### src/rtl/irqc_pkg.sv
package irqc_pkg;
    localparam int unsigned N_SRC  = 16;
    localparam int unsigned ADDR_W = 4;
    localparam int unsigned DATA_W = 16;

    typedef enum logic [ADDR_W-1:0] {
        REG_ENABLE = 4'd0,
        REG_FLAGS  = 4'd1,
        REG_FLAGS_CLR = 4'd2
    } reg_sel_e;

    typedef struct packed {
        logic rd_en;
        logic rd_flags;
        logic rd_clr;
        logic wr_en;
    } bus_dec_t;

    function automatic bus_dec_t decode(input logic [ADDR_W-1:0] a,
                                        input logic rd, input logic wr);
        bus_dec_t d;
        d.rd_en    = rd && (a == REG_ENABLE);
        d.rd_flags = rd && (a == REG_FLAGS);
        d.rd_clr   = rd && (a == REG_FLAGS_CLR);
        d.wr_en    = wr && (a == REG_ENABLE);
        return d;
    endfunction
endpackage

### src/rtl/irqc_flags.sv
module irqc_flags
    import irqc_pkg::*;
#(
    parameter int unsigned N = N_SRC
) (
    input  logic         clk,
    input  logic         rst,
    input  logic [N-1:0] evt,
    input  logic         clr,
    output logic [N-1:0] flags
);
    for (genvar i = 0; i < N; i++) begin : g_flag
        always_ff @(posedge clk) begin
            if (rst)
                flags[i] <= 1'b0;
            else if (evt[i])
                flags[i] <= 1'b1;
            else if (clr)
                flags[i] <= 1'b0;
        end
    end
endmodule

### src/rtl/irqc_enable.sv
module irqc_enable
    import irqc_pkg::*;
#(
    parameter int unsigned N = N_SRC,
    parameter int unsigned W = DATA_W
) (
    input  logic         clk,
    input  logic         rst,
    input  logic         load,
    input  logic [W-1:0] wdata,
    output logic [N-1:0] en
);
    always_ff @(posedge clk) begin
        if (rst)
            en <= '0;
        else if (load)
            en <= wdata[N-1:0];
    end
endmodule

### src/rtl/irqc_rdport.sv
module irqc_rdport
    import irqc_pkg::*;
#(
    parameter int unsigned N = N_SRC,
    parameter int unsigned W = DATA_W
) (
    input  logic         clk,
    input  logic         rst,
    input  bus_dec_t     dec,
    input  logic [N-1:0] flags,
    input  logic [N-1:0] en,
    output logic [W-1:0] rdata
);
    logic [W-1:0] nxt;

    always_comb begin
        nxt = '0;
        if (dec.rd_en)
            nxt[N-1:0] = en;
        else if (dec.rd_flags || dec.rd_clr)
            nxt[N-1:0] = flags;
    end

    always_ff @(posedge clk) begin
        if (rst)
            rdata <= '0;
        else
            rdata <= nxt;
    end
endmodule

### src/rtl/irq_status_ctrl.sv
module irq_status_ctrl
    import irqc_pkg::*;
(
    input  logic              clk,
    input  logic              rst,
    input  logic [N_SRC-1:0]  evt_i,
    input  logic [ADDR_W-1:0] addr_i,
    input  logic              rd_i,
    input  logic              wr_i,
    input  logic [DATA_W-1:0] wdata_i,
    output logic [DATA_W-1:0] rdata_o,
    output logic              irq_n_o
);
    bus_dec_t         dec;
    logic [N_SRC-1:0] flags_q;
    logic [N_SRC-1:0] mask_q;

    assign dec = decode(addr_i, rd_i, wr_i);

    irqc_flags #(.N(N_SRC)) u_flags (
        .clk(clk), .rst(rst), .evt(evt_i), .clr(dec.rd_clr), .flags(flags_q)
    );

    irqc_enable #(.N(N_SRC), .W(DATA_W)) u_enable (
        .clk(clk), .rst(rst), .load(dec.wr_en), .wdata(wdata_i), .en(mask_q)
    );

    irqc_rdport #(.N(N_SRC), .W(DATA_W)) u_rd (
        .clk(clk), .rst(rst), .dec(dec), .flags(flags_q), .en(mask_q),
        .rdata(rdata_o)
    );

    assign irq_n_o = ~|(flags_q & mask_q);
endmodule

### config.mk
export PLATFORM = sky130hd
export DESIGN_NAME = irq_status_ctrl
export DESIGN_NICKNAME = d
export VERILOG_FILES = /design/src/rtl/irqc_pkg.sv /design/src/rtl/irqc_flags.sv /design/src/rtl/irqc_enable.sv /design/src/rtl/irqc_rdport.sv /design/src/rtl/irq_status_ctrl.sv
export SDC_FILE = /design/constraint.sdc
export NUM_CORES = 1
export LEC_CHECK = 0
export BUFFER_PORTS_ARGS = -buffer_cell sky130_fd_sc_hd__buf_4
export CORE_UTILIZATION = 56
export CTS_BUF_LIST = sky130_fd_sc_hd__clkbuf_4 sky130_fd_sc_hd__clkbuf_8
export DETAILED_ROUTE_END_ITERATION = 10
export GPL_TIMING_DRIVEN = 1
export PLACE_DENSITY_LB_ADDON = 0.3
export SKIP_LAST_GASP = 1
export SLEW_MARGIN = 25
export SYNTH_ARGS = -nofsm -noshare
export SYNTH_HDL_FRONTEND = slang
export SYNTH_SLANG_ARGS = --single-unit
### constraint.sdc
create_clock -name clk -period 2 [get_ports clk]
set_input_delay 0.3 -clock clk [delete_from_list [all_inputs] [get_ports clk]]
set_output_delay 0.3 -clock clk [all_outputs]
set_load 0.02 [all_outputs]
After elaboration in Yosys (flattened, before gate mapping)
Index checks and enable logic that the tools add are counted.
Widths: inputs -> output; s select.
{"block": "word_totals", "regBits": 48, "in_bits": 40}
{"block": "classes", "n_reduce_logical": 24, "mux": 19, "n_bitwise": 1, "n_eq_ne": 2}
{"cell": "$mux 16", "count": 2}
{"cell": "$reduce_bool 2->1", "count": 16}
{"cell": "$mux 1", "count": 17}
{"cell": "$and 16x16->16", "count": 1}
{"cell": "$reduce_or 16->1", "count": 1}
{"cell": "$eq 4x1->1 const B", "count": 1}
{"cell": "$eq 4x2->1 const B", "count": 1}
{"cell": "$logic_and 1x1->1", "count": 4}
{"cell": "$logic_not 4->1", "count": 1}
{"cell": "$logic_not 1->1", "count": 1}
{"cell": "$logic_or 1x1->1", "count": 1}

Logic depth before layout (Yosys ltp)
Gate-level depths: netlist (run 1).
{"block": "logic_depth", "depth_word": 5, "ltp_mapped": 5, "depth_no_buf": 3}

Cells and area by module
From an unflattened synthesis (run 1), not the netlist that was laid out.
{"block": "unflattened", "cells_unflattened": 207, "hier_area_um2": 1936.9}
{"mod": "irqc_rdport", "area_per_inst_um2": 623.1, "cells_each": 72, "n_inst": 1, "seq_area_each_um2": 320.3}
{"mod": "irqc_flags", "area_per_inst_um2": 593.1, "cells_each": 67, "n_inst": 1, "seq_area_each_um2": 320.3}
{"mod": "irqc_enable", "area_per_inst_um2": 580.6, "cells_each": 52, "n_inst": 1, "seq_area_each_um2": 320.3}
{"mod": "irq_status_ctrl", "area_per_inst_um2": 140.1, "cells_each": 16, "n_inst": 1, "seq_area_each_um2": 0.0}

Worst setup path before layout (run 1)
OpenSTA, ideal clock, no wires.
{"block": "synth_timing", "path_kind": "input to register", "startpoint": "in addr_i[3]", "endpoint": "reg u_rd.rdata[0]", "stages": 5, "path_buffers": 2, "t_arrival_ns": 1.396, "setup_slack_ns": 0.546, "required_time_ns": 1.941, "cell_sequence": "or3b_1 > buf_6 > nor4_4 > buf_6 > a22o_1"}
{"block": "synth_between", "elab_chain_cells": 5}
{"item": "from (decl)", "line_no": "irq_status_ctrl.sv:7", "source": "input logic [ADDR_W-1:0] addr_i,"}
{"item": "$eq 4x1->1 / $eq 4x2->1 (equally long branches)", "line_no": "irqc_pkg.sv:23, irqc_pkg.sv:24"}
{"item": "$logic_and 1x1->1, on equally long branches", "line_no": "irqc_pkg.sv:23, irqc_pkg.sv:24"}
{"item": "$logic_or 1x1->1", "line_no": "irqc_rdport.sv:20", "source": "else if (dec.rd_flags || dec.rd_clr)"}
{"item": "$mux 16", "line_no": "irqc_rdport.sv:20"}
{"item": "$mux 16 (*)", "line_no": "irqc_rdport.sv:18", "source": "if (dec.rd_en)"}
{"item": "to (signal assigned)", "line_no": "irqc_rdport.sv:28", "source": "rdata <= nxt;"}
{"item": "to (decl)", "line_no": "irqc_rdport.sv:12", "source": "output logic [W-1:0] rdata"}
Every way passes the cells marked *; elsewhere a longest branch is shown, timed or not.
A chain may end at the register's enable or synchronous reset.

Final worst setup path (run 1)
{"block": "layout_timing", "startpoint": "reg u_flags.flags[5]", "endpoint": "out irq_n_o"}
{"block": "layout_between", "elab_chain_cells": 3}
{"item": "from (decl)", "line_no": "irqc_flags.sv:10", "source": "output logic [N-1:0] flags"}
{"item": "from (signal, indexed assignment)", "line_no": "irqc_flags.sv:15", "source": "flags[i] <= 1'b0;"}
{"item": "from (signal, indexed assignment)", "line_no": "irqc_flags.sv:17", "source": "flags[i] <= 1'b1;"}
{"item": "from (signal, indexed assignment)", "line_no": "irqc_flags.sv:19", "source": "flags[i] <= 1'b0;"}
{"item": "$and 16x16->16", "line_no": "irq_status_ctrl.sv:33", "source": "assign irq_n_o = ~|(flags_q & mask_q);"}
{"item": "$reduce_or 16->1", "line_no": "irq_status_ctrl.sv:33"}
{"item": "$logic_not 1->1", "line_no": "irq_status_ctrl.sv:33"}
{"item": "to (decl)", "line_no": "irq_status_ctrl.sv:12", "source": "output logic irq_n_o"}
No other way between the ends.

==> results of run 1 <==
==> layer usage <==
layer / up-vias / track usage
met3: 6 / 0.05844
li1: 795 / -
met1: 718 / 0.2962
met5: - / 0
met2: 58 / 0.3762
met4: 0 / 0.1063
==> critical path, cell delays in order (launching register included) <==
cell      delay [ns]
dfxtp_1         0.34
a22o_1          0.23
a221oi_1        0.25
and4_1          0.23
buf_4           0.14
==> through the flow <==
step                      hold WS [ns]  area [sq um]
after floorplan                 0.4295          1881
after global routing            0.1638          2372
after detailed placement        0.4735          2306
after global placement          0.4657          2306
after CTS                       0.1772          2372
final                           0.1754          2372
==> layout by cell type (no fill, tap or decap), drive strengths merged <==
| master | instances |
|---|---|
| buf | 60 |
| dfxtp | 48 |
| o21ai | 32 |
| a22o | 20 |
| nand2b | 17 |
| inv | 16 |
| a21oi | 16 |
| nand4b | 16 |
| clkbuf | 8 |
| a221oi | 4 |
| nor4 | 2 |
| and4 | 1 |
| or3b | 1 |
| xnor2 | 1 |
| nor3 | 1 |
| and2 | 1 |
==> registers in the layout, summed over array words and instances, names as in the netlist <==
name	cells
u_rd.rdata	16
u_enable.en	16
u_flags.flags	16
==> area by class of cell <==
class / instances / area [sq um]
multi-input cells: 112 / 779.5
flip-flops and latches: 48 / 960.9
fillers: 258 / 755.7
repair buffers: 60 / 450.4
clock buffers: 8 / 66.31
inverters: 16 / 60.06
well taps: 44 / 55.05
==> synthesized netlist by cell type (3+ instances only) <==
cell type   n  area, sq um
dfxtp_1    48        960.9
o21ai_0    22        110.1
a22o_1     20        175.2
nand2b_1   17        106.4
a21oi_1    16        80.08
inv_1      16        60.06
nand4b_1   16        140.1
o21ai_1    10        50.05
clkbuf_1    8        30.03
a221oi_1    4        35.03
buf_6       3        33.78
==> kinds of logic after synthesis <==
| logic type | synth area share |
|---|---|
| and+or+nand+nor | 0.1703 |
| DFF | 0.5110 |
| xor gates and xnor gates | 0.004658 |
| buffers and inverters | 0.07452 |
| AOI/OAI and AO/OA | 0.2395 |
==> final timing paths <==
path,from,endpoint,cells past startpoint
worst max-delay path,u_flags.flags[5],irq_n_o,4
worst min-delay path,evt_i[11],u_flags.flags[11],3
worst max register to register,u_flags.flags[5],u_flags.flags[5],2
worst min register to register,u_flags.flags[1],u_flags.flags[1],2
==> power by group <==
part           switching (mW)  total (mW)  internal (mW)  leakage, nW
Combinational          0.0739       0.162         0.0881        0.576
Clock                   0.274       0.475          0.201       0.0394
Sequential             0.0208        1.01          0.986        0.392
Total                   0.368        1.64           1.28         1.01
==> summary.txt, run 1 <==
Outcome
  • Status: complete, no violations

Die
  • Core area: 3128 sq um
  • Row count: 20
  • Boundary pin count: 57
  • Starting Density: 0.6012
  • Die H: 59.95 um
  • Die Width: 59.95 um
  • Die ar.: 3594 sq um

Detailed routing
  • WL/cell: 13.56 um
  • Vias per Instance: 5.476
  • Routed Antenna Nets: 0
  • Final wirelength: 3905 um
  • WL met2: 1764 um
  • Drt first pass iters: 4
  • M1 WL: 1857 um
  • Highest metal used: met4
  • DR iter-0 viols: 43
  • DR DRC count: 0
  • Vias: 1577
  • Met3 wire len: 230 um

Worst setup path
  • WP data required: 1.70 ns
  • R2R Setup Slk: 1.29 ns
  • CP Max Fanout: 3
  • Crit Path Category: flop to primary output
  • Startpoint types: flop
  • Worst endpoint data arrival time: 1.54 ns
  • Crit. End Element: primary output

Yosys
  • EDFF count, synth: 0
  • Async SR Flop Fraction: 0
  • Cells after Synth: 190
  • Unique cell type count in the Yosys netlist: 21
  • Yosys Warn Count: 0
  • Primary FF master, synth: dfxtp_1
  • Post-synthesis sequential area ratio: 0.5110
  • FF+latch count, synth: 48
  • Post-Syn Nets: 230
  • Syn avg cell area: 9.898 sq um
  • Cell Area, Synth: 1881 sq um

Place
  • Final Wtd Congestion: 0.8275
  • DP Worst Slack: 0.4174 ns
  • Buffers on Ports: 56
  • Hpwl dp: 2789 um
  • Placed insts: 280

STA
  • Final setup fails: 0
  • Crit share post-route: 0.9202
  • RSZ-0062 raised after global routing: false
  • Worst slew pin tran: 0.5465 ns
  • Fin crit period: 1.840 ns
  • Worst Skew: 0.007561 ns
  • Fin. Hold Viols: 0
  • Setup WS post-layout: 0.1597 ns
  • Max-slew violation total from the final report: 0
  • Final TNS setup: 0 ns
  • Peak Freq: 543.4 MHz
  • Relative slew slack: 0.6357

GRT
  • Vias in the first global route: 1437
  • First-pass GRT wire length: 6196 um
  • GRT Total Usage: 0.2345
  • Largest net degree at the start of global routing: 51
  • Antenna violations before repair: 0
  • GRT overflow: 0

Clock network
  • Htree depth: 2
  • Root Buffer: clkbuf_4
  • CTS Sinks: 48
  • TritonCTS buffer count: 5
  • # Post-CTS Setup Buffers: 0
  • Hold buffers post-CTS: 0
  • CTS tree: yes
  • Worst-path clk slew: 0.12 ns
  • Deepest clock path buffer count: 2
  • Clock Latency Late Sink: 0.35 ns
  • # resized after CTS: 0

Run
  • Max-cap violations: 0

Power and ir drop
  • Overall Power: 1.644 mW
  • PwrDens: 692.9 nW/um^2
  • Worst IR drop on VDD: 0.4294 mV
  • Pleak: 1.008 nW

Finish
  • Final #Nets: 283
  • Share of cells above drive strength 1: 0.2910
  • P&R area growth vs syn: 26.15%
  • ANT cells: 0
  • Final Util: 0.7584
  • Finished Layout Cells: 288

Hold path
  • HP Class: input pin to flop
No activity file was read; power rests on OpenSTA's default activity.
==> run 2: changes to the inputs <==
--- a/config.mk
+++ b/config.mk
@@ -6,6 +6,7 @@
 export NUM_CORES = 1
 export LEC_CHECK = 0
 export BUFFER_PORTS_ARGS = -buffer_cell sky130_fd_sc_hd__buf_4
+export CORE_ASPECT_RATIO = 0.75
 export CORE_UTILIZATION = 56
 export CTS_BUF_LIST = sky130_fd_sc_hd__clkbuf_4 sky130_fd_sc_hd__clkbuf_8
 export DETAILED_ROUTE_END_ITERATION = 10
@@ -16,3 +17,4 @@
 export SYNTH_ARGS = -nofsm -noshare
 export SYNTH_HDL_FRONTEND = slang
 export SYNTH_SLANG_ARGS = --single-unit
+export TNS_END_PERCENT = 100
==> run 2 against run 1 <==
  * Global-route usage rose by 2.6 points
  * Non-clock buffer count stayed put
  * Utilization grew 1.9 points
  * Worst setup slack better by 0.046 ns
  * Sequential cell count unchanged
  * Via count rose by 2.7%
  * Routed wire length up 7.8%
  * First-iteration DRC count grew to 3.8 times the previous value
  * Clock skew shrank 0.0012 ns
  * Critical path type unchanged
  * Critical endpoint unchanged
==> summary.txt, run 2 (synthesis results as in run 1) <==
Detailed routing
  • M1 WL: 1922 um (was 1857 um)
  • Vias: 1620 (was 1577)
  • Routed Antenna Nets: 0 (unchanged)
  • Final wirelength: 4211 um (was 3905 um)
  • Vias per Instance: 5.765 (was 5.476)
  • Drt first pass iters: 4 (unchanged)
  • DR iter-0 viols: 162 (was 43)
  • WL/cell: 14.99 um (was 13.56 um)
  • Highest metal used: met4 (unchanged)
  • Met3 wire len: 358 um (was 230 um)
  • WL met2: 1881 um (was 1764 um)
  • DR DRC count: 0 (unchanged)

Worst setup path
  • Worst Setup SP: u_enable.en[3] (was u_flags.flags[5])
  • R2R Setup Slk: 1.22 ns (was 1.29 ns)
  • CP Max Fanout: 3 (unchanged)
  • CP Buf/Inv Count: 1 (unchanged)
  • CP cell instances: a22o_1 > a221oi_1 > and4_1 > buf_4 (unchanged)
  • Crit Path Category: flop to primary output (unchanged)
  • Worst R2R End: u_flags.flags[0] (was u_flags.flags[5])
  • Startpoint types: flop (unchanged)
  • CP max-delay cell: dfxtp_1 (unchanged)
  • Crit. End Element: primary output (unchanged)
  • R2R cell count: 2 (unchanged)
  • WP data required: 1.70 ns (about the same)
  • Levels on crit path: 4 (unchanged)
  • Crit path max-delay family: compound AO/OA/AOI/OAI gates (unchanged)
  • Worst endpoint data arrival time: 1.49 ns (was 1.54 ns)
  • Worst flop-to-flop path startpoint: u_flags.flags[0] (was u_flags.flags[5])
  • Worst stage delay on the critical path: 0.34 ns (about the same)
  • Critical Path Sink: irq_n_o (unchanged)

Die
  • Die Width: 68.92 um (was 59.95 um)
  • Die ar.: 3596 sq um (was 3594 sq um)
  • Starting Density: 0.6140 (was 0.6012)
  • Row count: 17 (was 20)
  • Boundary pin count: 57 (unchanged)
  • Die H: 52.19 um (was 59.95 um)
  • Core area: 3063 sq um (was 3128 sq um)

Finish
  • Most frequent cells in the layout: 60 x buf_4, 48 x dfxtp_1, 22 x o21ai_0 (unchanged)
  • Share of cells above drive strength 1: 0.2881 (was 0.2910)
  • Fin area: 2380 sq um (was 2372 sq um)
  • P&R area growth vs syn: 26.55% (was 26.15%)
  • ANT cells: 0 (unchanged)
  • Largest regs: u_enable.en (16), u_flags.flags (16), u_rd.rdata (16) (unchanged)
  • Most common cell after layout, fill and taps aside: buf_4 (unchanged)
  • Final #Nets: 283 (unchanged)
  • Final Util: 0.7770 (was 0.7584)
  • # fillers: 228 (was 258)

Place
  • Buffers on Ports: 56 (unchanged)
  • Placed Area: 2298 sq um (was 2306 sq um)
  • Final Wtd Congestion: 0.8249 (was 0.8275)
  • DP Worst Slack: 0.4000 ns (was 0.4174 ns)
  • Hpwl dp: 2979 um (was 2789 um)

STA
  • Worst slew pin tran: 0.5030 ns (was 0.5465 ns)
  • Crit share post-route: 0.8969 (was 0.9202)
  • RSZ-0062 raised after global routing: false (unchanged)
  • Fin crit period: 1.794 ns (was 1.840 ns)
  • Final setup fails: 0 (unchanged)
  • Worst Skew: 0.006328 ns (was 0.007561 ns)
  • Final TNS setup: 0 ns (unchanged)
  • Fin. Hold Viols: 0 (unchanged)
  • Relative slew slack: 0.6647 (was 0.6357)
  • Peak Freq: 557.5 MHz (was 543.4 MHz)
  • Setup WS post-layout: 0.2062 ns (was 0.1597 ns)
  • Max-slew violation total from the final report: 0 (unchanged)

Clock network
  • CTS tree: yes (unchanged)
  • Htree depth: 2 (unchanged)
  • TritonCTS buffer count: 5 (unchanged)
  • CTS Sinks: 48 (unchanged)
  • Deepest clock path buffer count: 2 (unchanged)
  • # resized after CTS: 0 (unchanged)
  • Hold buffers post-CTS: 0 (unchanged)
  • Root Buffer: clkbuf_8 (was clkbuf_4)
  • # Post-CTS Setup Buffers: 0 (unchanged)
  • Worst-path clk slew: 0.08 ns (was 0.12 ns)
  • Clock Latency Late Sink: 0.30 ns (was 0.35 ns)

Outcome
  • Status: complete, no violations (unchanged)

GRT
  • Largest net degree at the start of global routing: 51 (unchanged)
  • Vias in the first global route: 1389 (was 1437)
  • GRT Total Usage: 0.2609 (was 0.2345)
  • GRT overflow: 0 (unchanged)
  • Antenna violations before repair: 0 (unchanged)
  • First-pass GRT wire length: 6699 um (was 6196 um)

Power and ir drop
  • Pleak: 1.013 nW (was 1.008 nW)
  • Worst IR drop on VDD: 0.4266 mV (was 0.4294 mV)
  • PwrDens: 721.0 nW/um^2 (was 692.9 nW/um^2)

Run
  • Max-cap violations: 0 (unchanged)

Hold path
  • HP Class: input pin to flop (unchanged)
## run 2: worst min path at each step
stage / end / slack, ns / startpoint / cells after the start
global route: u_flags.flags[7] / 0.24 / evt_i[7] / 3
finish: u_flags.flags[9] / 0.24 / evt_i[9] / 3
CTS: u_flags.flags[9] / 0.24 / evt_i[9] / 3
floorplan: u_flags.flags[0] / 0.43 / evt_i[0] / 2
detailed placement: u_rd.rdata[9] / 0.48 / u_flags.flags[9] / 1
global placement: u_rd.rdata[12] / 0.47 / u_flags.flags[12] / 1
## run 2: power breakdown
part | internal (mW) | switching (mW) | leakage, nW
clock network | 0.251 | 0.293 | 0.0445
logic | 0.0882 | 0.0756 | 0.576
registers | 0.985 | 0.0219 | 0.392
## run 2: cell type report
type | instances | area (sq um) | share of cell area
clock buffers | 6 | 76.32 | 0.03207
clock inverters | 1 | 5.005 | 0.002103
inverters | 16 | 60.06 | 0.02524
multi-input cells | 112 | 779.5 | 0.3276
flip-flops and latches | 48 | 960.9 | 0.4038
well taps | 38 | 47.55 | 0.01998
repair buffers | 60 | 450.4 | 0.1893
## run 2: metal layers
metal  track usage  vias to the layer above
li1              -                      789
met2        0.3964                       75
met5             0                        -
met3       0.05870                        8
met4       0.08163                        0
met1        0.3651                      748
## run 2: through the flow
step | cells | hold slack [ns] | total power, mW
2_1_floorplan | 190 | 0.4295 | 1.104
3_3_place_gp | 274 | 0.4736 | 1.183
3_5_place_dp | 274 | 0.4783 | 1.191
4_1_cts | 281 | 0.2425 | 1.716
5_1_grt | 281 | 0.2430 | 1.780
6_report | 281 | 0.2408 | 1.716
## run 2: worst min-delay path: cells and delay by family
family                 cells  cell delay, ns
buffers and inverters      2            0.15
AOI/OAI and AO/OA          1            0.05
